--- src/rtl/blrc_pkg.sv ---
package blrc_pkg;
  typedef enum logic [1:0] {
    RATE_HOLD   = 2'b00,
    RATE_FASTER = 2'b01,
    RATE_SLOWER = 2'b10
  } rate_cmd_e;

  typedef enum logic [1:0] {
    ZN_MID  = 2'b00,
    ZN_HIGH = 2'b01,
    ZN_LOW  = 2'b10
  } zone_e;
endpackage

--- src/rtl/blrc_zone_sense.sv ---
module blrc_zone_sense
  import blrc_pkg::*;
#(
  parameter int LVL_W = 16
) (
  input  logic [LVL_W-1:0] level_i,
  input  logic [LVL_W-1:0] hi_i,
  input  logic [LVL_W-1:0] lo_i,
  output zone_e            zone_o
);
  always_comb begin
    if (level_i > hi_i)      zone_o = ZN_HIGH;
    else if (level_i < lo_i) zone_o = ZN_LOW;
    else                     zone_o = ZN_MID;
  end
endmodule

--- src/rtl/blrc_streak.sv ---
module blrc_streak
  import blrc_pkg::*;
#(
  parameter int CNT_W = 6
) (
  input  logic             clk,
  input  logic             rst_n,
  input  logic             tick_act_i,
  input  zone_e            zone_i,
  input  logic [CNT_W-1:0] dwell_i,
  output logic             qualify_o
);
  localparam logic [CNT_W-1:0] CNT_MAX = {CNT_W{1'b1}};
  localparam logic [CNT_W-1:0] CNT_ONE = CNT_W'(1);

  logic [CNT_W-1:0] run_q, run_n, dwell_eff;
  zone_e            zone_q;

  always_comb begin
    if (zone_i != zone_q)     run_n = CNT_ONE;
    else if (run_q == CNT_MAX) run_n = run_q;
    else                       run_n = run_q + CNT_ONE;
    dwell_eff = (dwell_i == '0) ? CNT_ONE : dwell_i;
    qualify_o = tick_act_i && (zone_i != ZN_MID) && (run_n >= dwell_eff);
  end

  always_ff @(posedge clk) begin
    if (!rst_n) begin
      run_q  <= '0;
      zone_q <= ZN_MID;
    end else if (tick_act_i) begin
      run_q  <= (zone_i == ZN_MID) ? '0 : run_n;
      zone_q <= zone_i;
    end
  end

  AST_STREAK_CLEAR: assert property (@(posedge clk) disable iff (!rst_n)
    (tick_act_i && zone_i == ZN_MID) |=> (run_q == '0));
endmodule

--- src/rtl/blrc_corr_acc.sv ---
module blrc_corr_acc #(
  parameter int CORR_W = 12
) (
  input  logic                     clk,
  input  logic                     rst_n,
  input  logic                     up_i,
  input  logic                     down_i,
  input  logic [CORR_W-2:0]        step_i,
  input  logic [CORR_W-2:0]        limit_i,
  output logic signed [CORR_W-1:0] corr_o
);
  localparam int EW = CORR_W + 1;

  logic signed [EW-1:0] cur, stepx, limx, nxt;

  always_comb begin
    cur   = {corr_o[CORR_W-1], corr_o};
    stepx = {2'b00, step_i};
    limx  = {2'b00, limit_i};
    nxt   = cur;
    if (up_i) begin
      nxt = cur + stepx;
      if (nxt > limx) nxt = limx;
    end else if (down_i) begin
      nxt = cur - stepx;
      if (nxt < -limx) nxt = -limx;
    end
  end

  always_ff @(posedge clk) begin
    if (!rst_n) corr_o <= '0;
    else        corr_o <= nxt[CORR_W-1:0];
  end

  AST_CORR_HELD: assert property (@(posedge clk) disable iff (!rst_n)
    (!up_i && !down_i) |=> $stable(corr_o));
endmodule

--- src/rtl/buf_level_rate_ctrl.sv ---
module buf_level_rate_ctrl
  import blrc_pkg::*;
#(
  parameter int LVL_W  = 16,
  parameter int CNT_W  = 6,
  parameter int CORR_W = 12
) (
  input  logic                     clk,
  input  logic                     rst_n,
  input  logic                     sample_tick,
  input  logic [LVL_W-1:0]         fill_level,
  input  logic [LVL_W-1:0]         buf_capacity,
  input  logic [LVL_W-1:0]         high_mark,
  input  logic [LVL_W-1:0]         low_mark,
  input  logic [CNT_W-1:0]         dwell_ticks,
  input  logic [CORR_W-2:0]        corr_step,
  input  logic [CORR_W-2:0]        corr_limit,
  input  logic                     slip_mode,
  output logic                     consume_en,
  output logic [1:0]               rate_cmd,
  output logic signed [CORR_W-1:0] corr_word,
  output logic                     slip_repeat,
  output logic                     slip_drop
);
  logic [LVL_W-1:0] preroll_lvl;
  logic             tick_act, qualify, steer_up, steer_dn;
  zone_e            zone;
  rate_cmd_e        cmd_q;

  assign preroll_lvl = {1'b0, buf_capacity[LVL_W-1:1]};
  assign tick_act    = sample_tick && consume_en;

  blrc_zone_sense #(.LVL_W(LVL_W)) u_zone (
    .level_i (fill_level),
    .hi_i    (high_mark),
    .lo_i    (low_mark),
    .zone_o  (zone)
  );

  blrc_streak #(.CNT_W(CNT_W)) u_streak (
    .clk        (clk),
    .rst_n      (rst_n),
    .tick_act_i (tick_act),
    .zone_i     (zone),
    .dwell_i    (dwell_ticks),
    .qualify_o  (qualify)
  );

  assign steer_up = qualify && !slip_mode && (zone == ZN_HIGH);
  assign steer_dn = qualify && !slip_mode && (zone == ZN_LOW);

  blrc_corr_acc #(.CORR_W(CORR_W)) u_corr (
    .clk     (clk),
    .rst_n   (rst_n),
    .up_i    (steer_up),
    .down_i  (steer_dn),
    .step_i  (corr_step),
    .limit_i (corr_limit),
    .corr_o  (corr_word)
  );

  always_ff @(posedge clk) begin
    if (!rst_n) begin
      consume_en  <= 1'b0;
      cmd_q       <= RATE_HOLD;
      slip_repeat <= 1'b0;
      slip_drop   <= 1'b0;
    end else begin
      slip_repeat <= qualify && slip_mode && (zone == ZN_LOW);
      slip_drop   <= qualify && slip_mode && (zone == ZN_HIGH);
      if (sample_tick && !consume_en && fill_level >= preroll_lvl)
        consume_en <= 1'b1;
      if (tick_act) begin
        if (steer_up)      cmd_q <= RATE_FASTER;
        else if (steer_dn) cmd_q <= RATE_SLOWER;
        else               cmd_q <= RATE_HOLD;
      end
    end
  end

  assign rate_cmd = cmd_q;

  AST_IDLE_BEFORE_START: assert property (@(posedge clk) disable iff (!rst_n)
    !consume_en |-> (rate_cmd == RATE_HOLD && !slip_repeat && !slip_drop));
  AST_START_STICKY: assert property (@(posedge clk) disable iff (!rst_n)
    consume_en |=> consume_en);
  AST_SLIP_EXCLUSIVE: assert property (@(posedge clk) disable iff (!rst_n)
    $onehot0({slip_repeat, slip_drop}));
  AST_SLIP_AFTER_TICK: assert property (@(posedge clk) disable iff (!rst_n)
    (slip_repeat || slip_drop) |-> $past(sample_tick));
  AST_CMD_QUIET_OFF_TICK: assert property (@(posedge clk) disable iff (!rst_n)
    !sample_tick |=> ($stable(rate_cmd) && $stable(corr_word)));
endmodule

--- config.mk ---
export PLATFORM = sky130hd
export DESIGN_NAME = buf_level_rate_ctrl
export DESIGN_NICKNAME = d
export VERILOG_FILES = /design/src/rtl/blrc_pkg.sv /design/src/rtl/blrc_zone_sense.sv /design/src/rtl/blrc_streak.sv /design/src/rtl/blrc_corr_acc.sv /design/src/rtl/buf_level_rate_ctrl.sv
export SDC_FILE = /design/constraint.sdc
export NUM_CORES = 1
export LEC_CHECK = 0
export ABC_AREA = 1
export BUFFER_PORTS_ARGS = -buffer_cell sky130_fd_sc_hd__buf_2
export CORE_ASPECT_RATIO = 0.8
export CORE_MARGIN = 3
export CORE_UTILIZATION = 32
export CTS_CLUSTER_DIAMETER = 200
export DETAILED_ROUTE_END_ITERATION = 16
export SYNTH_ARGS = -nofsm -noshare
export SYNTH_HDL_FRONTEND = slang
export SYNTH_HIERARCHICAL = 1
export SYNTH_SLANG_ARGS = --single-unit
--- constraint.sdc ---
create_clock -name clk -period 11.3 [get_ports clk]
set_clock_uncertainty 0.1 [all_clocks]
set_input_delay 1.695 -clock clk [delete_from_list [all_inputs] [get_ports clk]]
set_output_delay 1.695 -clock clk [all_outputs]
set_load 0.005 [all_outputs]
== After elaboration in Yosys (flattened, before gate mapping) ==
Index checks and enable logic that the tools add are counted.

* $add $sub $neg: 4
* $lt $le $gt $ge: 6
* Equal/unequal tests: 4
* Muxes and demuxes: 12
* Reduce and logical (&&, ||, !) cells: 17

{| class="wikitable"
|+ Operators with widths
! operator !! count
|-
| 12-bit 2-to-1 mux || 4
|-
| 6-bit 2-to-1 mux || 4
|-
| 16-bit by 15-bit greater-or-equal comparator with 1-bit output || 1
|-
| 16-bit > comparator || 1
|-
| 16-bit less-than comparator || 1
|-
| 12-bit by 12-bit adder with 13-bit output || 1
|-
| 13-bit by 12-bit > comparator with 1-bit output || 1
|-
| 13-bit less-than comparator || 1
|-
| 11-bit negation with 13-bit output || 1
|-
| 12-bit by 12-bit subtractor with 13-bit output || 1
|-
| 1-bit logical AND || 11
|-
| 2-bit 2-to-1 mux || 4
|-
| 6-bit by 1-bit adder with 6-bit output (second input constant) || 1
|-
| 6-bit == test (second input constant) || 1
|-
| 6-bit greater-or-equal comparator || 1
|-
| 6-bit zero test || 1
|-
| 2-bit nonzero test || 2
|-
| 2-bit by 1-bit == test with 1-bit output (second input constant) || 1
|-
| 2-bit == test (second input constant) || 1
|-
| 1-bit zero test || 2
|-
| 2-bit zero test || 1
|-
| 2-bit inequality test || 1
|}

* Register bits after elaboration: 25
* Output and inout bits: 17
* Word-level logic and storage cells: 50

== Depth between registers and ports, before layout ==
* Depth in word-level cells: 11
* Gate-level depth with buffers: 29
* Depth with buffers taken out: 28

== Cells and area by module ==
Netlist, hierarchy kept.

{| class="wikitable"
|+ By module, submodules not included
! module !! instances !! cells an instance !! area each (sq um)
|-
| blrc_corr_acc || 1 || 536 || 3,070.4
|-
| blrc_zone_sense || 1 || 138 || 835.8
|-
| blrc_streak || 1 || 102 || 675.6
|-
| buf_level_rate_ctrl || 1 || 98 || 640.6
|}

== Least setup slack after synthesis ==
Ideal clock, no wire load.

* Kind: in2reg
* From: input port high_mark[7]
* To: register u_corr.corr_o[0]
* Data arrival time: 4.983 ns
* Data required time: 11.134 ns
* Path slack: 6.150 ns
* Stages: 24
* Path buffers: 1
* Cells stage by stage: inv_1 ha_1 a21o_1 nor2_1 nand2_2 nand2_2 a21oi_2 nor2_1 xor2_1 nor2_4 inv_1 a21oi_1 ha_1 a21oi_1 nor2_1 nor2_1 a31oi_1 inv_1 nor3_1 inv_1 nand2_1 clkbuf_1 o21ai_0 a21oi_2

* Cells in the longest elaborated chain, start to end: 9
* Elaborated cells between the ends (all ways): 15

{| class="wikitable"
|+ Ends and longest elaborated chain
! element !! RTL line !! text
|-
| start, declared || buf_level_rate_ctrl.sv:13 || <nowiki>input logic [LVL_W-1:0] high_mark,</nowiki>
|-
| 16-bit > comparator * || blrc_zone_sense.sv:12 || <nowiki>if (level_i > hi_i) zone_o = ZN_HIGH;</nowiki>
|-
| 2-bit 2-to-1 mux * || blrc_zone_sense.sv:12 ||
|-
| named net zone[0] || buf_level_rate_ctrl.sv:27 || <nowiki>zone_e zone;</nowiki>
|-
| 2-bit inequality test || blrc_streak.sv:20 || <nowiki>if (zone_i != zone_q) run_n = CNT_ONE;</nowiki>
|-
| 6-bit 2-to-1 mux || blrc_streak.sv:20 ||
|-
| 6-bit greater-or-equal comparator || blrc_streak.sv:24 || <nowiki>qualify_o = tick_act_i && (zone_i != ZN_MID) && (run_n >= dwell_eff);</nowiki>
|-
| 1-bit logical AND * || blrc_streak.sv:24 ||
|-
| named net qualify || buf_level_rate_ctrl.sv:26 || <nowiki>logic tick_act, qualify, steer_up, steer_dn;</nowiki>
|-
| 1-bit logical AND * (2 in series) || buf_level_rate_ctrl.sv:50 || <nowiki>assign steer_dn = qualify && !slip_mode && (zone == ZN_LOW);</nowiki>
|-
| named net steer_dn || buf_level_rate_ctrl.sv:26 ||
|-
| 2-bit nonzero test (no source line) * || -- ||
|-
| end signal, assigned || blrc_corr_acc.sv:32 || <nowiki>else corr_o <= nxt[CORR_W-1:0];</nowiki>
|-
| end, declared || blrc_corr_acc.sv:10 || <nowiki>output logic signed [CORR_W-1:0] corr_o</nowiki>
|}

The timed path passes the listed nets; every way through them passes the cells marked *.
A chain may end at the register's enable or synchronous reset.

== Worst setup path in the final report ==
* From: input port fill_level[7]
* To: register u_corr.corr_o[11]

* Elaborated cells between the ends (all ways): 17

{| class="wikitable"
|+ RTL lines
! element !! RTL line !! text
|-
| start, declared || buf_level_rate_ctrl.sv:11 || <nowiki>input logic [LVL_W-1:0] fill_level,</nowiki>
|-
| 16-bit > comparator * || blrc_zone_sense.sv:12 ||
|-
| 2-bit 2-to-1 mux * || blrc_zone_sense.sv:12 ||
|-
| named net zone[0] || buf_level_rate_ctrl.sv:27 ||
|-
| 2-bit inequality test || blrc_streak.sv:20 ||
|-
| 6-bit 2-to-1 mux || blrc_streak.sv:20 ||
|-
| 6-bit greater-or-equal comparator || blrc_streak.sv:24 ||
|-
| 1-bit logical AND * || blrc_streak.sv:24 ||
|-
| named net qualify || buf_level_rate_ctrl.sv:26 ||
|-
| 1-bit logical AND * (2 in series) || buf_level_rate_ctrl.sv:49 || <nowiki>assign steer_up = qualify && !slip_mode && (zone == ZN_HIGH);</nowiki>
|-
| named net steer_up || buf_level_rate_ctrl.sv:26 ||
|-
| 12-bit 2-to-1 mux / 2-bit nonzero test (equally long branches) || -- ||
|}

Marked as above.

==> flow_summary.toml <==
[synth]
synth_cell_types = 39
syn_area_um2 = 5220
synth-main-ff-cell = "dfxtp_1"
synth_seq_cells = 25
synth_top_area_frac = 0.237
syn_avg_cell_area_um2 = 5.98
yosysTopAreaCell = "ha_1"
syn_nets = 1071
yosysWarnings = 6
synth-seq-area-share = 0.0958
synth_edf_count = 0
synthArstFlopShare = 0
synthTopCellsByArea = "ha_1 24%, nand2_1 17%, inv_1 13%"
synth_cells = 874

[power]
leakage_nw = 3.71
clockPowerShare = 0.260
seqPwrFrac = 0.278
switching_share = 0.398
pwr-share-comb = 0.462
intPower_w = 0.000197
p_switching_w = 0.000130
power_w = 0.000327
power_density_nw_per_um2 = 53.9
ir_drop_mv = 0.0517

[cts]
numClockSinks = 25
htreeDepth = 1
cts_hold_buf = 0
root_buffer = "clkbuf_16"
insertion_delay_ns = 0.27
numCtsBuffers = 3
path_clk_slew_ns = 0.07
post_cts_resized = 0
post_cts_buffers = 0
cts_tree = "yes"
clk_path_buf_depth = 2

[setup_path]
r2r_end = "u_corr/corr_o[11]"
crit_type = "in -> reg"
worstPathRequired_ns = 11.36
startpoint = "fill_level[7]"
crit_fanout = 16
end_kind = "flop"
reg2reg_setup_slack_ns = 6.90
ff2ff_path_depth = 18
startpoint_type = "primary input"
timing.rr.start = "u_streak/run_q[0]"
arrival_ns = 6.44

[detailed_routing]
totalWireLength_um = 14200
num_vias = 5440
via_per_inst = 4.56
drc = 0
final_antenna_net_count = 0
drt_iter0_markers = 326
wl_per_cell_um = 11.9
first_pass_iters = 5

[placement]
place_inst = 1189
portBuffers = 111
dp.final_hpwl_um = 12400
placed_cell_area_um2 = 5980
gp_congestion = 0.868

[run]
maxCapViolCount = 0

[sta]
max_clock_freq_mhz = 157
fin_setup_tns_ns = 0
setup_violations = 0
rsz0062_at_grt = "no"
finalHoldViolCount = 0
layout_min_cycle_time_ns = 6.38
period_share = 0.565
worstMarginPinSlew_ns = 1.08
slew_headroom = 0.275
slew_viol_final = 0

[global_route]
grt_max_degree = 18
antenna_found_initial = 2
grt_pass1_vias = 5110
grt_usage = 0.160
gr-total-overflow = 0
grt_pass1_wl_um = 23900

[finish]
final_common_cell = "nand2_1"
antenna_cells = 0
area_growth_pct = 16.1
fill_cells = 1775
final_util = 0.381
fin_cells = 1193
fin_nets = 1176
fin_area_um2 = 6060
drive_above_1_share = 0.171
final_cell_mix = "231 x nand2_1, 175 x inv_1, 111 x buf_2"

[min_path]
hold_class = "reg -> reg"
min_to = "consume_en"
holdPathStages = 2
hp-start = "consume_en"

[die]
rows = 41
initial_core_util = 0.328
die_x_um = 149
ioPinCount = 113
fp.dieH_um = 120
design.die.area_um2 = 17900
core_area_um2 = 15900

[outcome]
status = "finished clean"
==> power by group through the flow <==
stage               combinational [W]  sequential, W  clock (W)
finish                       0.000151      0.0000907  0.0000850
global route                 0.000176      0.0000910  0.0000928
CTS                          0.000152      0.0000906  0.0000887
detailed placement           0.000151      0.0000927          0
global placement             0.000150      0.0000927          0
floorplan                    0.000106      0.0000926          0
==> how the worst max path moves through the flow <==
stage                        end  slack, ns  cells past startpoint
6_report       u_corr/corr_o[11]       4.92                     23
5_1_grt        u_corr/corr_o[11]       4.33                     25
4_1_cts        u_corr/corr_o[11]       4.92                     24
3_5_place_dp   u_corr/corr_o[11]       4.64                     24
3_3_place_gp   u_corr/corr_o[11]       4.67                     22
2_1_floorplan   u_corr/corr_o[0]       6.15                     24
==> metrics by stage <==
stage	hold slack [ns]	worst slack, ns
6_report	0.382	4.92
5_1_grt	0.405	4.33
4_1_cts	0.378	4.92
3_5_place_dp	0.366	4.64
3_3_place_gp	0.363	4.67
2_1_floorplan	0.353	6.15
==> kinds of logic after synthesis <==
family | Yosys count | synth area share
fa+ha+maj | 101 | 0.245
compound gates | 103 | 0.111
simple gates | 422 | 0.362
buf+inv | 202 | 0.151
flops | 25 | 0.0958
xor+xnor | 21 | 0.0352
==> layout make-up <==
class	count	area (µm²)	area share
clock buffers	3	75.1	0.0124
inverters	190	713	0.118
multi-input cells	647	3930	0.649
clock inverters	1	8.76	0.00144
repair buffers	112	563	0.0929
well taps	215	269	0.0444
flip-flops and latches	25	500	0.0825
==> per-layer routing <==
layer | global-route usage | wire length [µm]
met2 | 0.253 | 6010
met4 | 0.0137 | 91
met1 | 0.228 | 7050
met3 | 0.0427 | 1030
met5 | 0 | 21
==> worst max-delay path: stages <==
cell and delay (ns):
buf_2 0.12, ha_1 0.31, a21o_1 0.19, nor2_1 0.15
nand2_2 0.07, nand2_2 0.05, a21oi_2 0.08, nor2_1 0.23
xor2_1 0.26, nor2_4 0.09, inv_1 0.12, a21oi_1 0.06
ha_1 0.26, a21boi_0 0.16, o21ai_0 0.12, a31oi_1 0.23
inv_1 0.10, nor3_2 0.86, inv_1 0.47, nand2_1 0.51
nor2_1 0.07, a21oi_1 0.14, a21boi_1 0.08
==> registers in the layout, indices dropped and copies added (netlist names) <==
signal and cells:
u_streak/zone_q 2, u_streak/run_q 6, slip_repeat 1, slip_drop 1
consume_en 1, u_corr/corr_o 12, rate_cmd 2
==> cell usage after synthesis, types with 9 or more instances <==
master and n:
a21oi_1 52, a21oi_2 9, dfxtp_1 25, ha_1 99, inv_1 175, inv_2 12, nand2_1 231, nand2_2 11
nand3_1 84, nand4_1 14, nor2_1 53, o21ai_0 23, xor2_1 19
Note: power is estimated with default switching activity, not from simulation.
